==> src/rtl/pbt_pkg.sv <==
package pbt_pkg;
    typedef enum logic [2:0] {
        ST_REL   = 3'd0,
        ST_READY = 3'd1,
        ST_BASE  = 3'd2,
        ST_EXTRA = 3'd3,
        ST_HELD  = 3'd4
    } pb_state_e;
endpackage

==> src/rtl/pbt_sync.sv <==
module pbt_sync #(
    parameter int STAGES = 2
) (
    input  logic clk,
    input  logic rst_n,
    input  logic d,
    output logic q
);
    logic [STAGES-1:0] sh_d, sh_q;

    always_comb begin
        sh_d = {sh_q[STAGES-2:0], d};
    end

    always_ff @(posedge clk or negedge rst_n) begin
        if (!rst_n) sh_q <= '1;
        else        sh_q <= sh_d;
    end

    assign q = sh_q[STAGES-1];
endmodule

==> src/rtl/pbt_span_counter.sv <==
module pbt_span_counter #(
    parameter int CNT_W = 8
) (
    input  logic             clk,
    input  logic             rst_n,
    input  logic             clr,
    input  logic             adv,
    input  logic [CNT_W-1:0] limit,
    output logic             last
);
    logic [CNT_W-1:0] cnt_d, cnt_q;
    logic [CNT_W-1:0] cnt_inc;

    always_comb begin
        cnt_inc = cnt_q + 1'b1;
        last    = (cnt_inc == limit);
        cnt_d   = cnt_q;
        if (clr)      cnt_d = '0;
        else if (adv) cnt_d = last ? '0 : cnt_inc;
    end

    always_ff @(posedge clk or negedge rst_n) begin
        if (!rst_n) cnt_q <= '0;
        else        cnt_q <= cnt_d;
    end
endmodule

==> src/rtl/pbt_toggle_debounce.sv <==
module pbt_toggle_debounce
    import pbt_pkg::*;
#(
    parameter int BASE_TICKS  = 26,
    parameter int EXTRA_W     = 8,
    parameter int SYNC_STAGES = 2
) (
    input  logic               clk,
    input  logic               rst_n,
    input  logic               tick,
    input  logic               btn_n,
    input  logic [EXTRA_W-1:0] on_extra,
    input  logic [EXTRA_W-1:0] off_extra,
    input  logic               shutdown_done,
    output logic               pwr_on,
    output logic               toggle,
    output logic               irq_n
);
    localparam int BASE_W = $clog2(BASE_TICKS + 1);
    localparam int CNT_W  = (EXTRA_W > BASE_W) ? EXTRA_W : BASE_W;
    localparam logic [CNT_W-1:0] BASE_L = CNT_W'(BASE_TICKS);

    typedef struct packed {
        pb_state_e          st;
        logic [EXTRA_W-1:0] ext;
        logic               offp;
        logic               on;
        logic               pulse;
        logic               irq;
    } ctl_t;

    ctl_t r_d, r_q;
    logic btn_s;
    logic adv, clr, last, hit, valid;
    logic [CNT_W-1:0] limit;

    pbt_sync #(.STAGES(SYNC_STAGES)) u_sync (
        .clk(clk), .rst_n(rst_n), .d(btn_n), .q(btn_s)
    );

    // window length depends on registered state only
    always_comb begin
        limit = (r_q.st == ST_EXTRA) ? CNT_W'(r_q.ext) : BASE_L;
    end

    pbt_span_counter #(.CNT_W(CNT_W)) u_span (
        .clk(clk), .rst_n(rst_n), .clr(clr), .adv(adv),
        .limit(limit), .last(last)
    );

    always_comb begin
        r_d       = r_q;
        r_d.pulse = 1'b0;
        adv       = 1'b0;
        clr       = 1'b1;
        valid     = 1'b0;
        if (shutdown_done) r_d.irq = 1'b0;
        case (r_q.st)
            ST_REL: begin
                if (btn_s) begin
                    clr = 1'b0;
                    adv = tick;
                    if (tick && last) r_d.st = ST_READY;
                end
            end
            ST_READY: begin
                if (!btn_s) begin
                    r_d.st   = ST_BASE;
                    r_d.offp = r_q.on;
                    r_d.ext  = r_q.on ? off_extra : on_extra;
                end
            end
            ST_BASE: begin
                if (!btn_s) begin
                    clr = 1'b0;
                    adv = tick;
                    if (tick && last) begin
                        if (r_q.offp) r_d.irq = 1'b1;
                        if (r_q.ext == '0) valid = 1'b1;
                        else               r_d.st = ST_EXTRA;
                    end
                end else begin
                    r_d.st = ST_READY;
                end
            end
            ST_EXTRA: begin
                if (!btn_s) begin
                    clr = 1'b0;
                    adv = tick;
                    if (tick && last) valid = 1'b1;
                end else begin
                    r_d.st = ST_READY;
                    if (r_q.offp) r_d.irq = 1'b0;
                end
            end
            ST_HELD: begin
                if (btn_s) r_d.st = ST_REL;
            end
            default: r_d.st = ST_REL;
        endcase
        if (valid) begin
            r_d.on    = ~r_q.on;
            r_d.pulse = 1'b1;
            r_d.st    = ST_HELD;
        end
    end

    assign hit = adv & last;

    always_ff @(posedge clk or negedge rst_n) begin
        if (!rst_n) begin
            r_q.st    <= ST_REL;
            r_q.ext   <= '0;
            r_q.offp  <= 1'b0;
            r_q.on    <= 1'b0;
            r_q.pulse <= 1'b0;
            r_q.irq   <= 1'b0;
        end else begin
            r_q <= r_d;
        end
    end

    assign pwr_on = r_q.on;
    assign toggle = r_q.pulse;
    assign irq_n  = ~r_q.irq;

    // a pulse always accompanies a flip of the state
    a_r4_pulse_flips: assert property (@(posedge clk) disable iff (!rst_n)
        r_q.pulse |-> (r_q.on != $past(r_q.on)));
    // the state moves only together with a pulse
    a_r4_no_silent_change: assert property (@(posedge clk) disable iff (!rst_n)
        !$stable(r_q.on) |-> r_q.pulse);
    // the pulse lasts a single cycle
    a_r4_pulse_single: assert property (@(posedge clk) disable iff (!rst_n)
        r_q.pulse |=> !r_q.pulse);
    // the interrupt is raised only by a press made while on
    a_r9_irq_from_off_press: assert property (@(posedge clk) disable iff (!rst_n)
        $rose(r_q.irq) |-> $past(r_q.on));
    // once a press has qualified, only shutdown_done releases the interrupt
    a_r7_irq_holds: assert property (@(posedge clk) disable iff (!rst_n)
        (r_q.irq && r_q.st == ST_HELD && !shutdown_done) |=> r_q.irq);
    // a press window only completes while the button reads low
    a_r2_qualify_low: assert property (@(posedge clk) disable iff (!rst_n)
        (hit && (r_q.st == ST_BASE || r_q.st == ST_EXTRA)) |-> !btn_s);
endmodule

==> config.mk <==
export PLATFORM = sky130hd
export DESIGN_NAME = pbt_toggle_debounce
export DESIGN_NICKNAME = d
export VERILOG_FILES = /design/src/rtl/pbt_pkg.sv /design/src/rtl/pbt_sync.sv /design/src/rtl/pbt_span_counter.sv /design/src/rtl/pbt_toggle_debounce.sv
export SDC_FILE = /design/constraint.sdc
export NUM_CORES = 1
export LEC_CHECK = 0
export ABC_AREA = 1
export BUFFER_PORTS_ARGS = -buffer_cell sky130_fd_sc_hd__buf_2
export CAP_MARGIN = 10
export CORE_MARGIN = 2
export CORE_UTILIZATION = 61
export CTS_CLUSTER_SIZE = 25
export DETAILED_ROUTE_END_ITERATION = 7
export PLACE_DENSITY = 0.84
export SYNTH_ARGS = -nofsm -noshare
export SYNTH_HDL_FRONTEND = slang
export SYNTH_HIERARCHICAL = 1
export SYNTH_SLANG_ARGS = --single-unit
==> constraint.sdc <==
create_clock -name clk -period 6.75 [get_ports clk]
set_clock_uncertainty 0.05 [all_clocks]
set_input_delay 1.0125 -clock clk [delete_from_list [all_inputs] [get_ports clk]]
set_output_delay 1.0125 -clock clk [all_outputs]
set_load 0.02 [all_outputs]
# ---- Word level (Yosys, flattened, before mapping)
# Cells that the tools add are included.
dict set report totals {
  wordCells 66
  register_bits 25
  output_inout_bits 3
  inputBits 21
}
dict set report op_classes {
  bitwise_logic 3
  reduce_logical 7
  add_sub_neg 1
  n_eq_ne 12
  mux 35
}
# cell count
set ops {}
lappend ops {{$mux 8} 5}
lappend ops {{$mux 3} 8}
lappend ops {{$mux 1} 16}
lappend ops {{$pmux 3 s5} 1}
lappend ops {{$mux 12} 1}
lappend ops {{$ne 3x2->1 const B} 3}
lappend ops {{$add 8x1->8 const B} 1}
lappend ops {{$eq 8x8->1} 1}
lappend ops {{$logic_not 8->1} 1}
lappend ops {{$ne 4x3->1 const B} 2}
lappend ops {{$pmux 1 s2} 4}
lappend ops {{$reduce_and 7->1} 1}
lappend ops {{$eq 3x2->1 const B} 2}
lappend ops {{$ne 3x3->1 const B} 2}
lappend ops {{$eq 3x1->1 const B} 1}
lappend ops {{$eq 3x3->1 const B} 1}
lappend ops {{$logic_not 3->1} 1}
lappend ops {{$not 1->1} 3}
lappend ops {{$reduce_and 2->1} 1}
lappend ops {{$reduce_bool 2->1} 1}
lappend ops {{$reduce_or 2->1} 1}
lappend ops {{$logic_and 1x1->1} 1}

# ---- Logic depth before layout (Yosys ltp)
# Gate-level depths: netlist (run 1).
dict set report depth {
  depth_word 9
  depth_mapped 22
}

# ---- Modules after synthesis
# Netlist (run 1), hierarchy kept.
# mod cells_each area_each_um2 seq_area_each_um2 n_inst
set modules_own_cells {}
lappend modules_own_cells {pbt_toggle_debounce 125 934.6 375.4 1}
lappend modules_own_cells {pbt_span_counter 118 720.7 200.2 1}
lappend modules_own_cells {pbt_sync 2 52.6 52.6 1}

# ---- Least setup slack after synthesis (run 1)
# OpenSTA, ideal clock, no wires.
dict set report synth_path {
  path_type {reg-to-reg}
  startpoint {register r_q[14] in the netlist's numbering}
  endpoint {register r_q[12] in the netlist's numbering}
  setup_slack_ns 4.449
  required_ns 6.583
  period_less_slack_ns 2.301
  setup_ns 0.117
  arrival_time_ns 2.134
  path_stages_with_launch 19
  path_cell_list {dfrtp_1 inv_2 nand2_2 inv_2 nand2_1 buf_6 or2_1 nand2_1 nand3_1 nor2_2 nand3_4 inv_1 nand2_1 nor2_1 nand2_4 nand3_2 nand2_1 nand2_1 nand2_1}
}
dict set report synth_between {
  elab_chain_len 9
  elab_cells_between_ends 23
  cone_classes {12 x eq/ne; 8 x mux; 3 x reduce/logical}
}
# item line_no
set synth_lines {}
lappend synth_lines {{start: declaration} pbt_toggle_debounce.sv:32} ;# ctl_t r_d, r_q;
lappend synth_lines {{start signal: assignment} pbt_toggle_debounce.sv:119} ;# r_q <= r_d;
lappend synth_lines {{$eq 3x2->1 *} pbt_toggle_debounce.sv:43} ;# limit = (r_q.st == ST_EXTRA) ? CNT_W'(r_q.ext) : BASE_L;
lappend synth_lines {{$mux 8 *} pbt_toggle_debounce.sv:43}
lappend synth_lines {{named net limit[1]} pbt_toggle_debounce.sv:35} ;# logic [CNT_W-1:0] limit;
lappend synth_lines {{$eq 8x8->1 *} pbt_span_counter.sv:16} ;# last = (cnt_inc == limit);
lappend synth_lines {{named net last} pbt_toggle_debounce.sv:34} ;# logic adv, clr, last, hit, valid;
lappend synth_lines {{$logic_and 1x1->1 *} {pbt_toggle_debounce.sv:63, pbt_toggle_debounce.sv:77, pbt_toggle_debounce.sv:90}}
lappend synth_lines {{$mux 1, on equally long branches} {pbt_toggle_debounce.sv:90, pbt_toggle_debounce.sv:77}}
lappend synth_lines {{$mux 1, on equally long branches} {pbt_toggle_debounce.sv:87, pbt_toggle_debounce.sv:74}}
lappend synth_lines {{$pmux 1 s2} pbt_toggle_debounce.sv:58} ;# case (r_q.st)
lappend synth_lines {{$ne 4x3->1 (no source line) (tied with other cells)} n/a}
lappend synth_lines {{$reduce_and 7->1 (no source line)} n/a}
# The timed path passes the listed nets; every way through them passes the cells marked *.
# A chain may end at the register's enable or synchronous reset.

# ---- Worst setup path after layout (run 1)
dict set report layout_path {
  startpoint {register r_q[14] in the netlist's numbering}
  endpoint {register r_q[13] in the netlist's numbering}
}
# The elaborated chain is that of the path after synthesis.

==> flow_metrics.env, run 1 <==
export IMPL_drtIter0Drc=54
export IMPL_min_from="u_sync/sh_q[0]$_DFF_PN1_"
export IMPL_layout_area_overhead_vs_synth_pct=9.01
export IMPL_instances_no_fill=299
export IMPL_synth_cells=245
export IMPL_period_share_pct=38.3
export IMPL_synth_cell_types=34
export IMPL_p_comb_share_pct=43.8
export IMPL_p_int_mw=0.288
export IMPL_ios=24
export IMPL_grt_use_total_pct=22.0
export IMPL_via_per_inst=5.09
export IMPL_ctsHoldBuffers=0
export IMPL_post_dp_cell_area_sq_mm=0.00183
export IMPL_layout_nets=291
export IMPL_grt_pass1_vias=1335
export IMPL_placedCellCount=295
export IMPL_critPathRequiredTime_ns=6.98
export IMPL_fin_area_sq_mm=0.00186
export IMPL_synth_edf_count=0
export IMPL_core_sq_mm=0.00271
export IMPL_routed_wl_um=3200
export IMPL_finalSetupViolations=0
export IMPL_clock_sinks=25
export IMPL_grt_max_degree=26
export IMPL_synth_seq_area_share_pct=36.8
export IMPL_slew_headroom_pct=63.2
export IMPL_final_core_util_pct=68.7
export IMPL_clockRootBuffer="clkbuf_4"
export IMPL_die_width_um=56.9
export IMPL_dr_pass1_iters=4
export IMPL_htree_levels=1
export IMPL_vias=1522
export IMPL_cts_setup_buffers=0
export IMPL_critPathMaxFanout=11
export IMPL_dpl_hpwl_um=2500
export IMPL_vdd_drop_max_uv=208
export IMPL_initial_utilization_pct=63.0
export IMPL_fillers=248
export IMPL_startpoint="r_q[14]$_DFFE_PN0P_"
export IMPL_p_per_area_mw_per_mm2=275
export IMPL_yosysWarningCount=6
export IMPL_numCtsBuffers=3
export IMPL_die_h_um=56.9
export IMPL_syn_area_sq_mm=0.00171
export IMPL_gp_congestion=0.869
export IMPL_grt_pass1_wl_um=5620
export IMPL_fp_dieArea_sq_mm=0.00324
export IMPL_tightest_slew_ns=0.551
export IMPL_critPathKind="reg2reg"
export IMPL_synth_ff_type="dfrtp_1"
export IMPL_route_detailed_drc=0
export IMPL_clockPowerShare_pct=13.5
export IMPL_drv_cap=0
export IMPL_async_reset_ff_share_pct=100
export IMPL_clk_latency_ns=0.33
export IMPL_numPortBuffers=23
export IMPL_cts_tree="yes"
export IMPL_rsz0062_at_grt="false"
export IMPL_start_kind="register"
export IMPL_insertedDiodeCount=0
export IMPL_syn_nets=267
export IMPL_synth_top_cell_area_share_pct=33.7
export IMPL_post_drt_wl_per_cell_um=10.7
export IMPL_rows=19
export IMPL_status="completed"
export IMPL_r2r_start="r_q[14]$_DFFE_PN0P_"
export IMPL_ctsResizeCount=0
export IMPL_fin_tns_setup_ns=0
export IMPL_hold_viol_final=0
export IMPL_fmax_mhz=386
export IMPL_sequentialPowerShare_pct=42.7
export IMPL_antenna_found_initial=0
export IMPL_slew_violations=0
export IMPL_cpMaxStageDelayCell="dfrtp_1"
export IMPL_final_min_clock_period_ns=2.59
export IMPL_critPathMaxStageDelay_ns=0.43
export IMPL_power_leakage_nw=0.984
export IMPL_synthTopCellsByArea="dfrtp_1 34%, nand2_1 17%, nor2_1 6.8%"
export IMPL_clkTransAtPathRegs_ns=0.14
export IMPL_p_sw_mw=0.224
export IMPL_synth_top_cell_by_area="dfrtp_1"
export IMPL_worstPathCellList="inv_2 -> nand2_2 -> inv_2 -> nand2_1 -> or2_1 -> nand3_1 -> nand3_1 -> nor2_2 -> nand3_4 -> inv_1 -> nand2_1 -> nor2_1 -> nand2_4 -> nand3_2 -> nand3_1 -> nand2_1"
export IMPL_ys_ff_latch=25
export IMPL_netSwitchingFraction_pct=43.7
export IMPL_synth_area_per_cell_sq_um=6.97
export IMPL_critical_path_arrival_ns=2.82
export IMPL_hp_class="reg2reg"
export IMPL_drive_gt1_share_pct=22.4
export IMPL_endpoint_kind="register"
export IMPL_grt_overflow_total=0
export IMPL_ant_nets=0
export IMPL_cts_buffer_depth=2
-- metrics by stage --
step           hold slack [ns]  total power [mW]  worst slack [ns]
2_1_floorplan            0.295             0.404              4.45
3_3_place_gp             0.296             0.442              4.27
3_5_place_dp             0.299             0.446              4.20
4_1_cts                  0.319             0.516              4.15
5_1_grt                  0.321             0.562              3.86
6_report                 0.317             0.512              4.16
-- synth_stat cells, types with 3 or more instances --
cell,number
a21oi_1,6
a21oi_2,3
a31oi_1,10
dfrtp_1,23
inv_1,29
inv_2,4
nand2_1,76
nand2_2,7
nand3_1,19
nand3_2,3
nor2_1,31
nor2_2,5
-- final cells by class --
type	instances	area [sq um]	share of cell area, %
Multi-Input combinational cell	180	901	48.4
Sequential cell	25	628	33.7
Inverter	36	149	8.00
Timing Repair Buffer	23	115	6.18
Tap cell	31	38.8	2.08
Clock buffer	3	22.5	1.21
Clock inverter	1	7.51	0.403
-- worst max-delay path, delay by kind of cell, from the launching register on --
kind | cells | cell delay [ns]
buf+inv | 3 | 0.21
flops | 1 | 0.43
simple gates | 13 | 1.84
-- path summary, 6_finish.rpt --
check,cells after the start,endpoint,slack [ns]
max,16,r_q[13]$_DFFE_PN0P_,4.16
min,0,u_sync/sh_q[1]$_DFF_PN1_,0.32
max reg2reg,16,r_q[13]$_DFFE_PN0P_,4.16
min reg2reg,0,u_sync/sh_q[1]$_DFF_PN1_,0.32
max in group asynchronous,1,r_q[5]$_DFFE_PN0P_,5.70
min in group asynchronous,1,u_span/cnt_q[6]$_DFFE_PN0P_,0.59
-- cells in the final DEF (no fill, tap or decap), types with 2 or more instances in the layout --
master / n
a21oi_2: 3
nor2_1: 31
a31oi_1: 10
nand2_1: 76
dfrtp_1: 23
or2_2: 2
xor2_1: 2
nand2_2: 7
or2_1: 2
nor2_2: 5
clkbuf_4: 3
inv_2: 4
a21oi_1: 6
buf_2: 23
nand3_1: 19
nand3_2: 3
dfstp_2: 2
clkinv_1: 2
nor2_4: 2
inv_1: 29
-- flip-flops by register name, indices dropped and copies added (netlist names) --
name / cells
r_q: 13
u_span/cnt_q: 8
u_sync/sh_q: 2
pwr_on: 1
toggle: 1
-- cell families after synthesis --
group | share of synthesized area [%]
DFF | 36.8
xor gates and xnor gates | 1.03
adders and majority gates | 0.732
buffers and inverters | 10.5
and+or+nand+nor | 41.6
AOI/OAI and AO/OA | 9.38
-- routing by layer --
| metal | GRT usage [%] | wire, um | up-vias |
|---|---|---|---|
| met1 | 29.2 | 1470 | 668 |
| met3 | 2.07 | 136 | 3 |
| met5 | 0 | 0 | - |
| met2 | 37.8 | 1570 | 43 |
| met4 | 6.98 | 25 | 0 |
| li1 | - | - | 808 |
-- power groups by stage --
stage                     clock, mW  sequential [mW]  combinational (mW)
after floorplan                   0            0.213               0.191
after global placement            0            0.221               0.221
after detailed placement          0            0.223               0.223
after CTS                    0.0710            0.219               0.226
after global routing         0.0768            0.224               0.261
final                        0.0690            0.219               0.224
(Power assumes the default switching activity.)
==> inputs of run 2 (changes only) <==
Settings changed: CORE_UTILIZATION 61 to 51, PLACE_DENSITY 0.84 to 0.75.
Clock period 6.75 ns to 2.2 ns, I/O delays scaled along.
==> flow_metrics.env, run 2 (synthesis results as in run 1) <==
export IMPL_p_per_area_mw_per_mm2=843
export IMPL_final_core_util_pct=66.4
export IMPL_grt_pass1_vias=1372
export IMPL_clk_latency_ns=0.33
export IMPL_numPortBuffers=23
export IMPL_cts_tree="yes"
export IMPL_crit_top_cell="inv_2"
export IMPL_mostFrequentLayoutCell="nand2_1"
export IMPL_drive_gt1_share_pct=38.4
export IMPL_period_share_pct=97.7
export IMPL_core_sq_mm=0.00328
export IMPL_clock_sinks=25
export IMPL_grt_overflow_total=0
export IMPL_endpoint_kind="register"
export IMPL_post_drt_wl_per_cell_um=11.8
export IMPL_hp_class="in2reg"
export IMPL_ant_nets=0
export IMPL_initial_utilization_pct=52.0
export IMPL_finalSetupViolations=0
export IMPL_crit_family="simple AND/OR/NAND/NOR gates"
export IMPL_cpMaxStageDelayCell="dfrtp_1"
export IMPL_path_buf_inv=4
export IMPL_via_per_inst=5.01
export IMPL_placedCellCount=318
export IMPL_hold_viol_final=0
export IMPL_critical_path_arrival_ns=2.34
export IMPL_reg_largest_list="r_q x13, u_span/cnt_q x8, u_sync/sh_q x2"
export IMPL_die_h_um=61.9
export IMPL_rows=21
export IMPL_numCtsBuffers=3
export IMPL_gp_congestion=0.855
export IMPL_drtIter0Drc=101
export IMPL_status="completed"
export IMPL_critPathMaxStageDelay_ns=0.41
export IMPL_antenna_found_initial=0
export IMPL_die_width_um=61.9
export IMPL_dr_pass1_iters=5
export IMPL_instances_no_fill=327
export IMPL_critPathMaxFanout=5
export IMPL_cts_buffer_depth=2
export IMPL_rsz0062_at_grt="true"
export IMPL_critPathKind="reg2reg"
export IMPL_fmax_mhz=465
export IMPL_most_common_layout_cells="67 x nand2_1, 27 x inv_1, 23 x nor2_1, 23 x buf_2, 21 x dfrtp_1"
export IMPL_slew_headroom_pct=62.2
export IMPL_htree_levels=1
export IMPL_tightest_slew_ns=0.567
export IMPL_insertedDiodeCount=0
export IMPL_dpl_hpwl_um=2720
export IMPL_start_kind="register"
export IMPL_regMostFlops="r_q"
export IMPL_grt_use_total_pct=21.0
export IMPL_slew_violations=0
export IMPL_fillers=280
export IMPL_layout_nets=304
export IMPL_ios=24
export IMPL_clkTransAtPathRegs_ns=0.14
export IMPL_largest_register_ffs=13
export IMPL_power_leakage_nw=1.07
export IMPL_hold_ws_ns=0.0277
export IMPL_drv_cap=0
export IMPL_layout_area_overhead_vs_synth_pct=27.8
export IMPL_vdd_drop_max_uv=529
export IMPL_fp_dieArea_sq_mm=0.00383
export IMPL_worstPathCellList="inv_2 -> nand2_4 -> inv_6 -> nand2_8 -> or2_4 -> or2_4 -> nand3_4 -> nor2_4 -> nand3_4 -> inv_2 -> nand2_4 -> inv_2 -> nor2_4 -> nor2_2 -> nand3_2 -> nand3_2 -> nand3_1 -> nand2_1"
export IMPL_clockRootBuffer="clkbuf_4"
export IMPL_critPathRequiredTime_ns=2.39
export IMPL_vias=1637
export IMPL_routed_wl_um=3840
export IMPL_grt_max_degree=26
export IMPL_grt_pass1_wl_um=6010
export IMPL_route_detailed_drc=0
export IMPL_final_min_clock_period_ns=2.15
==> run 2: path summary, 6_finish.rpt <==
kind / startpoint / end / slack [ns] / cells after the start
setup / recovery: r_q[14]$_DFFE_PN0P_ / r_q[12]$_DFFE_PN0P_ / 0.05 / 18
setup reg to reg: r_q[14]$_DFFE_PN0P_ / r_q[12]$_DFFE_PN0P_ / 0.05 / 18
hold reg to reg: u_sync/sh_q[0]$_DFF_PN1_ / u_sync/sh_q[1]$_DFF_PN1_ / 0.32 / 0
min in group asynchronous: rst_n / r_q[14]$_DFFE_PN0P_ / 0.45 / 2
max in group asynchronous: rst_n / u_span/cnt_q[4]$_DFFE_PN0P_ / 1.25 / 2
hold / removal: btn_n / u_sync/sh_q[0]$_DFF_PN1_ / 0.03 / 1
==> run 2: cell type report <==
class / count / area (sq um) / share of cell area, %
Timing Repair Buffer: 35 / 211 / 9.69
Clock inverter: 1 / 5.00 / 0.229
Tap cell: 46 / 57.6 / 2.64
Clock buffer: 3 / 22.5 / 1.03
Inverter: 36 / 154 / 7.05
Multi-Input combinational cell: 181 / 1100 / 50.5
Sequential cell: 25 / 631 / 28.9
==> run 2: through the flow <==
step | power, mW | setup WS [ns] | area (sq um) | setup TNS [ns]
final | 1.84 | 0.0496 | 2180 | 0
after global routing | 1.99 | -0.120 | 2180 | -0.249
after CTS | 1.68 | 0.0181 | 1990 | 0
after detailed placement | 1.45 | -0.0132 | 1930 | -0.0192
after global placement | 1.44 | 0.0357 | 1930 | 0
after floorplan | 1.25 | 0.00639 | 1730 | 0
==> run 2: routing by layer <==
metal  global-route usage [%]  part of all wire [%]  up-vias
met5                        0                     0        -
met4                     5.47                  0.70        0
met3                     2.69                   4.1        4
met2                     34.6                    48       46
met1                     29.4                    47      744
li1                         -                     -      843
==> run 2: repair_timing <==
item | CTS | global route
resized for setup | 3 | 45
endpoints found under the setup margin | 3 | 5
hold endpoints to repair | 23 | 0
hold buffers | 1 | 0
cloned | 0 | 1
pin swaps | 4 | 20
buffers inserted | 1 | 2
==> run 2: power by group <==
| part | switching [mW] | internal (mW) | total, mW | leakage (nW) |
|---|---|---|---|---|
| clock network | 0.147 | 0.0683 | 0.216 | 0.0177 |
| registers | 0.0929 | 0.568 | 0.661 | 0.299 |
| logic | 0.594 | 0.369 | 0.963 | 0.756 |
| total | 0.834 | 1.01 | 1.84 | 1.07 |
